[src/rtl/txfcs_pkg.sv]
package txfcs_pkg;
  localparam int FCS_BYTES = 4;

  typedef enum logic [2:0] {
    ST_DATA,
    ST_DROP,
    ST_PAD,
    ST_FCS,
    ST_STAT
  } txState_t;

  // Strobes from the control FSM to the datapath
  typedef struct packed {
    logic       crcInit;
    logic       crcUpd;
    logic       selPad;
    logic       selFcs;
    logic [1:0] fcsIdx;
  } dpCtl_t;
endpackage

[src/rtl/txfcs_datapath.sv]
module txfcs_datapath
  import txfcs_pkg::*;
#(
  parameter logic [31:0] POLY_REFL = 32'hEDB88320
) (
  input  logic       clk,
  input  logic       rstN,
  input  dpCtl_t     ctl,
  input  logic [7:0] inData,
  output logic [7:0] outData
);
  logic [31:0] crcQ;
  logic [31:0] crcNext;
  logic [31:0] fcsWord;
  logic [7:0]  feedByte;

  function automatic logic [31:0] crcStep(input logic [31:0] c, input logic [7:0] b);
    logic [31:0] r;
    r = c;
    for (int i = 0; i < 8; i++) begin
      if (r[0] ^ b[i]) r = (r >> 1) ^ POLY_REFL;
      else             r = r >> 1;
    end
    return r;
  endfunction

  assign feedByte = ctl.selPad ? 8'h00 : inData;
  assign crcNext  = crcStep(crcQ, feedByte);
  assign fcsWord  = ~crcQ;

  always_ff @(posedge clk) begin
    if (!rstN)            crcQ <= '1;
    else if (ctl.crcInit) crcQ <= '1;
    else if (ctl.crcUpd)  crcQ <= crcNext;
  end

  always_comb begin
    if (ctl.selFcs)      outData = fcsWord[8*ctl.fcsIdx +: 8];
    else if (ctl.selPad) outData = 8'h00;
    else                 outData = inData;
  end


  sel_excl_chk: assert property (@(posedge clk) disable iff (!rstN)
    $onehot0({ctl.selPad, ctl.selFcs}));


  crc_preset_chk: assert property (@(posedge clk) disable iff (!rstN)
    ctl.crcInit |=> (crcQ == 32'hFFFF_FFFF));
endmodule

[src/rtl/txfcs_ctrl.sv]
module txfcs_ctrl
  import txfcs_pkg::*;
#(
  parameter int LEN_W     = 16,
  parameter int MIN_FRAME = 64
) (
  input  logic             clk,
  input  logic             rstN,
  input  logic             cfgPadCrcAll,
  input  logic             cfgCrcAll,
  input  logic             cfgHugeAll,
  input  logic [LEN_W-1:0] cfgMaxLen,
  input  logic             inValid,
  output logic             inReady,
  input  logic             inLast,
  input  logic             inPadCrc,
  input  logic             inCrc,
  input  logic             inHuge,
  output logic             outValid,
  input  logic             outReady,
  output logic             outLast,
  output logic             stsValid,
  output logic [LEN_W-1:0] stsLen,
  output logic             stsTrunc,
  output logic             stsPadded,
  output dpCtl_t           ctl
);
  localparam logic [LEN_W-1:0] PAD_TARGET = LEN_W'(MIN_FRAME - FCS_BYTES);
  localparam logic [LEN_W-1:0] FCS_LEN    = LEN_W'(FCS_BYTES);

  txState_t         state;
  logic [LEN_W-1:0] cnt;
  logic [1:0]       fcsIdx;
  logic             padQ, fcsQ, hugeQ, truncQ, paddedQ;

  logic             firstByte, padNow, fcsNow, hugeNow;
  logic [LEN_W-1:0] capLen, cntNext;
  logic             dataFire, cutHere;

  always_comb begin
    firstByte = (state == ST_DATA) && (cnt == '0);
    padNow    = firstByte ? (cfgPadCrcAll | (~cfgCrcAll & inPadCrc)) : padQ;
    fcsNow    = firstByte ? (cfgPadCrcAll | cfgCrcAll | inPadCrc | inCrc) : fcsQ;
    hugeNow   = firstByte ? (cfgHugeAll | inHuge) : hugeQ;
    capLen    = fcsNow ? (cfgMaxLen - FCS_LEN) : cfgMaxLen;
    cntNext   = cnt + 1'b1;
    dataFire  = (state == ST_DATA) && inValid && outReady;
    cutHere   = ~hugeNow && (cntNext == capLen) && ~inLast;
  end

  always_comb begin
    inReady  = 1'b0;
    outValid = 1'b0;
    outLast  = 1'b0;
    unique case (state)
      ST_DATA: begin
        inReady  = outReady;
        outValid = inValid;
        outLast  = ~fcsNow & (inLast | cutHere);
      end
      ST_DROP: inReady = 1'b1;
      ST_PAD:  outValid = 1'b1;
      ST_FCS: begin
        outValid = 1'b1;
        outLast  = (fcsIdx == 2'd3);
      end
      default: ;
    endcase
  end

  always_comb begin
    ctl.crcInit = (state == ST_STAT);
    ctl.crcUpd  = dataFire || ((state == ST_PAD) && outReady);
    ctl.selPad  = (state == ST_PAD);
    ctl.selFcs  = (state == ST_FCS);
    ctl.fcsIdx  = fcsIdx;
  end

  always_ff @(posedge clk) begin
    if (!rstN) begin
      state   <= ST_DATA;
      cnt     <= '0;
      fcsIdx  <= '0;
      padQ    <= 1'b0;
      fcsQ    <= 1'b0;
      hugeQ   <= 1'b0;
      truncQ  <= 1'b0;
      paddedQ <= 1'b0;
    end else begin
      unique case (state)
        ST_DATA: if (dataFire) begin
          cnt <= cntNext;
          if (firstByte) begin
            padQ  <= padNow;
            fcsQ  <= fcsNow;
            hugeQ <= hugeNow;
          end
          if (cutHere) begin
            truncQ <= 1'b1;
            state  <= ST_DROP;
          end else if (inLast) begin
            if (padNow && (cntNext < PAD_TARGET)) begin
              paddedQ <= 1'b1;
              state   <= ST_PAD;
            end else if (fcsNow) state <= ST_FCS;
            else                 state <= ST_STAT;
          end
        end
        ST_DROP: if (inValid && inLast) state <= fcsQ ? ST_FCS : ST_STAT;
        ST_PAD: if (outReady) begin
          cnt <= cntNext;
          if (cntNext == PAD_TARGET) state <= ST_FCS;
        end
        ST_FCS: if (outReady) begin
          fcsIdx <= fcsIdx + 2'd1;
          if (fcsIdx == 2'd3) state <= ST_STAT;
        end
        ST_STAT: begin
          state   <= ST_DATA;
          cnt     <= '0;
          fcsIdx  <= '0;
          truncQ  <= 1'b0;
          paddedQ <= 1'b0;
        end
        default: state <= ST_DATA;
      endcase
    end
  end

  assign stsValid  = (state == ST_STAT);
  assign stsLen    = cnt + (fcsQ ? FCS_LEN : '0);
  assign stsTrunc  = truncQ;
  assign stsPadded = paddedQ;


  sts_pulse_chk: assert property (@(posedge clk) disable iff (!rstN)
    stsValid |=> !stsValid);


  len_cap_chk: assert property (@(posedge clk) disable iff (!rstN)
    (stsValid && !hugeQ) |-> (stsLen <= cfgMaxLen));


  pad_min_chk: assert property (@(posedge clk) disable iff (!rstN)
    (stsValid && padQ) |-> (stsLen >= LEN_W'(MIN_FRAME)));


  fcs_end_chk: assert property (@(posedge clk) disable iff (!rstN)
    (state == ST_FCS && fcsIdx == 2'd3 && outReady) |=> stsValid);
endmodule

[src/rtl/txfcs_stage.sv]
module txfcs_stage
  import txfcs_pkg::*;
#(
  parameter int LEN_W     = 16,
  parameter int MIN_FRAME = 64
) (
  input  logic             clk,
  input  logic             rstN,
  input  logic             cfgPadCrcAll,
  input  logic             cfgCrcAll,
  input  logic             cfgHugeAll,
  input  logic [LEN_W-1:0] cfgMaxLen,
  input  logic             inValid,
  output logic             inReady,
  input  logic [7:0]       inData,
  input  logic             inLast,
  input  logic             inPadCrc,
  input  logic             inCrc,
  input  logic             inHuge,
  output logic             outValid,
  input  logic             outReady,
  output logic [7:0]       outData,
  output logic             outLast,
  output logic             stsValid,
  output logic [LEN_W-1:0] stsLen,
  output logic             stsTrunc,
  output logic             stsPadded
);
  dpCtl_t ctl;

  txfcs_ctrl #(.LEN_W(LEN_W), .MIN_FRAME(MIN_FRAME)) uCtrl (
    .clk(clk), .rstN(rstN),
    .cfgPadCrcAll(cfgPadCrcAll), .cfgCrcAll(cfgCrcAll), .cfgHugeAll(cfgHugeAll),
    .cfgMaxLen(cfgMaxLen),
    .inValid(inValid), .inReady(inReady), .inLast(inLast),
    .inPadCrc(inPadCrc), .inCrc(inCrc), .inHuge(inHuge),
    .outValid(outValid), .outReady(outReady), .outLast(outLast),
    .stsValid(stsValid), .stsLen(stsLen), .stsTrunc(stsTrunc), .stsPadded(stsPadded),
    .ctl(ctl)
  );

  txfcs_datapath uDp (
    .clk(clk), .rstN(rstN), .ctl(ctl), .inData(inData), .outData(outData)
  );


  pad_zero_chk: assert property (@(posedge clk) disable iff (!rstN)
    (ctl.selPad && outValid) |-> (outData == 8'h00));
endmodule

[config.mk]
export PLATFORM = sky130hd
export DESIGN_NAME = txfcs_stage
export DESIGN_NICKNAME = d
export VERILOG_FILES = /design/src/rtl/txfcs_pkg.sv /design/src/rtl/txfcs_datapath.sv /design/src/rtl/txfcs_ctrl.sv /design/src/rtl/txfcs_stage.sv
export SDC_FILE = /design/constraint.sdc
export NUM_CORES = 1
export LEC_CHECK = 0
export BUFFER_PORTS_ARGS = -buffer_cell sky130_fd_sc_hd__clkbuf_2
export CORE_MARGIN = 1.5
export CORE_UTILIZATION = 54
export DETAILED_ROUTE_END_ITERATION = 12
export HOLD_SLACK_MARGIN = 0.02
export PLACE_DENSITY_LB_ADDON = 0.1
export REMOVE_ABC_BUFFERS = 1
export SYNTH_ARGS = -nofsm -noshare
export SYNTH_HDL_FRONTEND = slang
export SYNTH_SLANG_ARGS = --single-unit
[constraint.sdc]
create_clock -name clk -period 3.69 [get_ports clk]
set_input_delay 0.738 -clock clk [delete_from_list [all_inputs] [get_ports clk]]
set_output_delay 0.738 -clock clk [all_outputs]
set_load 0.01 [all_outputs]
==> impl_metrics.json <==
{
  "status": "finished with violations",
  "violations": "setup timing",
  "setup.worst_path.start": "cfgMaxLen[3]",
  "wl_per_cell_um": 17.42,
  "crit_buf_inv": 3,
  "grt_use_total_pct": 30.39,
  "syn_inst": 629,
  "place_hpwl_mm": 11.25,
  "required_ps": 2950,
  "clock-sinks": 58,
  "power_density_mw_per_mm2": 639.0,
  "yosys-top-cells-area": "dfxtp_1 (23%), xnor2_1 (12%), xor2_1 (7.7%)",
  "hold_violations": 0,
  "ys.flop_type": "dfxtp_1",
  "yosysWarnings": 0,
  "synth_seq_area_share_pct": 22.68,
  "cp_max_fo": 3,
  "crit_end": "outLast",
  "drive_gt1_share_pct": 28.72,
  "ys_types": 76,
  "total_power_uw": 4033,
  "tightest_slew_ps": 723.4,
  "critPathKind": "in2out",
  "placed_cell_area_sq_mm": 0.005856,
  "routed_wl_mm": 14.91,
  "rrSetupSlack_ps": 430,
  "n_antenna_cell": 0,
  "setup_ws_ps": -121.6,
  "irDropWorstVdd_v": 0.0004937,
  "yosysTopAreaCell": "dfxtp_1",
  "crit_path_cell_trace": "buf_8 -> inv_4 -> ha_4 -> or3b_4 -> or3_4 -> nor2_4 -> nand3_2 -> a22oi_2 -> nand3_2 -> o41ai_2 -> a32o_1 -> buf_2",
  "layout.nets": 782,
  "endpoint_kind": "primary output",
  "die_h_um": 100.4,
  "cts_hold_buf": 0,
  "synth-seq-cells": 58,
  "area_growth_pct": 23.26,
  "setup_viol": 1,
  "synth_area_per_cell_sq_um": 8.140,
  "coreArea_sq_mm": 0.009196,
  "grt_pass1_wl_mm": 23.76,
  "reg2reg_from": "uCtrl.cnt[2]",
  "skew_ps": 9.166,
  "cts-htree-levels": 3,
  "min_period_over_period_pct": 103.3,
  "clock_latency_ps": 350,
  "portBuffers": 64,
  "hold_class": "reg2reg",
  "num_io_pins": 65,
  "r2r_end": "uCtrl.state[0]",
  "yosys.area.top_type_share_pct": 22.68,
  "cpMaxStageDelayCell": "or3_4",
  "maxCapViolations": 0,
  "clk_root_buffer_cell": "clkbuf_8",
  "post-route-min-period_ps": 3812,
  "async_flop_share_pct": 0,
  "synth_area_sq_mm": 0.005120,
  "grt_pass1_vias": 4628,
  "final_area_sq_mm": 0.006311,
  "tritoncts": "built",
  "slew_viol_final": 0,
  "grt-ovfl-total": 0,
  "slowest_delay_ps": 400,
  "drtPass1Iterations": 5,
  "slew_headroom_pct": 51.43,
  "initial_core_util_pct": 55.67,
  "die_area_sq_mm": 0.01007,
  "r2r_cells": 10,
  "cts.clk_slew.worst_paths_ps": 70,
  "drt_iter0_markers": 411,
  "cp_num_cells": 12,
  "rows": 35,
  "grt_max_degree": 65,
  "drcViolationCount": 0,
  "viasPerCell": 5.953,
  "critical_path.most_common_cell": "nand3_2",
  "vias": 5096,
  "synth_edf_count": 0,
  "rsz0062_at_grt": "true",
  "fmax_ghz": 0.2624,
  "die_x_um": 100.4,
  "power.leakage_uw": 0.002681,
  "numCtsBuffers": 9,
  "cts.path.max_buffers": 2,
  "crit_family": "simple AND/OR/NAND/NOR gates",
  "cp-start-kind": "input pin",
  "antenna_found_initial": 0,
  "finalWeightedCongestion": 0.9422,
  "ant_nets": 0,
  "arrival_ps": 3070
}
[registers in the layout, summed over array words and instances (netlist names)]
name             count
uCtrl.fcsQ           1
uCtrl.cnt           16
uCtrl.stsPadded      1
uDp.crcQ            32
uCtrl.hugeQ          1
uCtrl.state          3
uCtrl.stsTrunc       1
uCtrl.fcsIdx         2
uCtrl.padQ           1
[Yosys cell counts (4+ instances only)]
cell and instances:
a22oi_1 5, nand3_1 17, a21oi_1 12, nor2_1 29, nor2b_1 12, or3_1 6, o211ai_1 37, a31oi_1 6
mux2i_1 5, inv_1 16, nor4_1 7, xnor2_1 72, dfxtp_1 58, nand4b_1 4, clkbuf_1 22, xor2_1 45
xnor3_1 4, ha_1 7, nand2b_1 4, nand2_1 89, mux4_2 8, o21ai_0 33, buf_6 4, and2_1 11
and3_1 6, buf_2 9, nand4_1 7, nor3_1 18, buf_4 6, and4_1 4
[what timing repair did]
action                     4_1_cts  5_1_grt
pin swaps                       11       12
hold endpoints to repair         0        0
setup buffers                    5        8
setup endpoints to repair        1        1
gates resized for setup         15       29
[worst min-delay path by stage]
stage | startpoint | cells past startpoint | slack [ps] | to
finish | uCtrl.stsTrunc | 1 | 480 | uCtrl.stsTrunc
global route | uCtrl.stsPadded | 2 | 510 | uCtrl.stsPadded
CTS | uCtrl.stsTrunc | 1 | 480 | uCtrl.stsTrunc
detailed placement | uCtrl.stsTrunc | 1 | 460 | uCtrl.stsTrunc
global placement | uCtrl.stsTrunc | 1 | 450 | uCtrl.stsTrunc
floorplan | uDp.crcQ[16] | 2 | 480 | uDp.crcQ[16]
[logic make-up (layout without fill, tap and decap cells)]
kind of cell               after synthesis  after routing  synth area share (%)
AOI/OAI and AO/OA                      125            125                 16.72
xor gates and xnor gates               125            125                 23.05
adders and majority gates                7              7                 1.711
buffers and inverters                   60            176                 5.645
DFF                                     58             58                 22.68
muxes                                   13             13                 4.497
and+or+nand+nor                        241            241                 25.71
[area by class of cell]
cell class              instances  area, sq um
fillers                       812         2885
multi-input cells             511         3830
clock buffers                  11        141.4
flip-flops and latches         58         1165
repair buffers                144        940.9
inverters                      16        65.06
clock inverters                 5        30.03
well taps                     111        138.9
[placed cells by master (no fill, tap or decap), types with 11 or more instances in the layout]
cell type | Yosys | routed
nand2_1 | 89 | 88
buf_4 | 6 | 79
xnor2_1 | 72 | 71
clkbuf_2 | 0 | 61
dfxtp_1 | 58 | 55
xor2_1 | 45 | 45
o211ai_1 | 37 | 37
o21ai_0 | 33 | 33
nor2_1 | 29 | 27
nor3_1 | 18 | 15
inv_1 | 16 | 14
nand3_1 | 17 | 13
nor2b_1 | 12 | 12
a21oi_1 | 12 | 12
and2_1 | 11 | 11
[stage by stage]
stage | hold WS (ps) | util [%] | std cells | TNS, ps | worst slack (ps)
floorplan | 483.6 | - | 585 | -11.22 | -11.22
global placement | 454.9 | 63.67 | 827 | -295.6 | -295.6
detailed placement | 460.0 | 63.67 | 827 | -332.1 | -332.1
finish | 481.0 | 68.63 | 856 | -121.6 | -121.6
CTS | 484.2 | 66.65 | 848 | -74.67 | -74.67
global route | 509.9 | 68.63 | 856 | -220.2 | -220.2
[report_power, final]
part / switching [uW] / total (uW) / leakage [uW] / internal [uW]
Sequential: 140 / 905 / 0.000477 / 765
Clock: 278 / 536 / 0.0000851 / 258
Combinational: 1400 / 2590 / 0.00212 / 1190
Total: 1820 / 4030 / 0.00268 / 2210
[metal layers]
metal	vias up	GRT usage, %	wire length (um)
li1	2454	-	-
met5	-	0	0
met3	19	4.248	992
met4	0	7.042	177
met1	2422	43.66	6969
met2	201	48.30	6773
(Power assumes the default switching activity.)
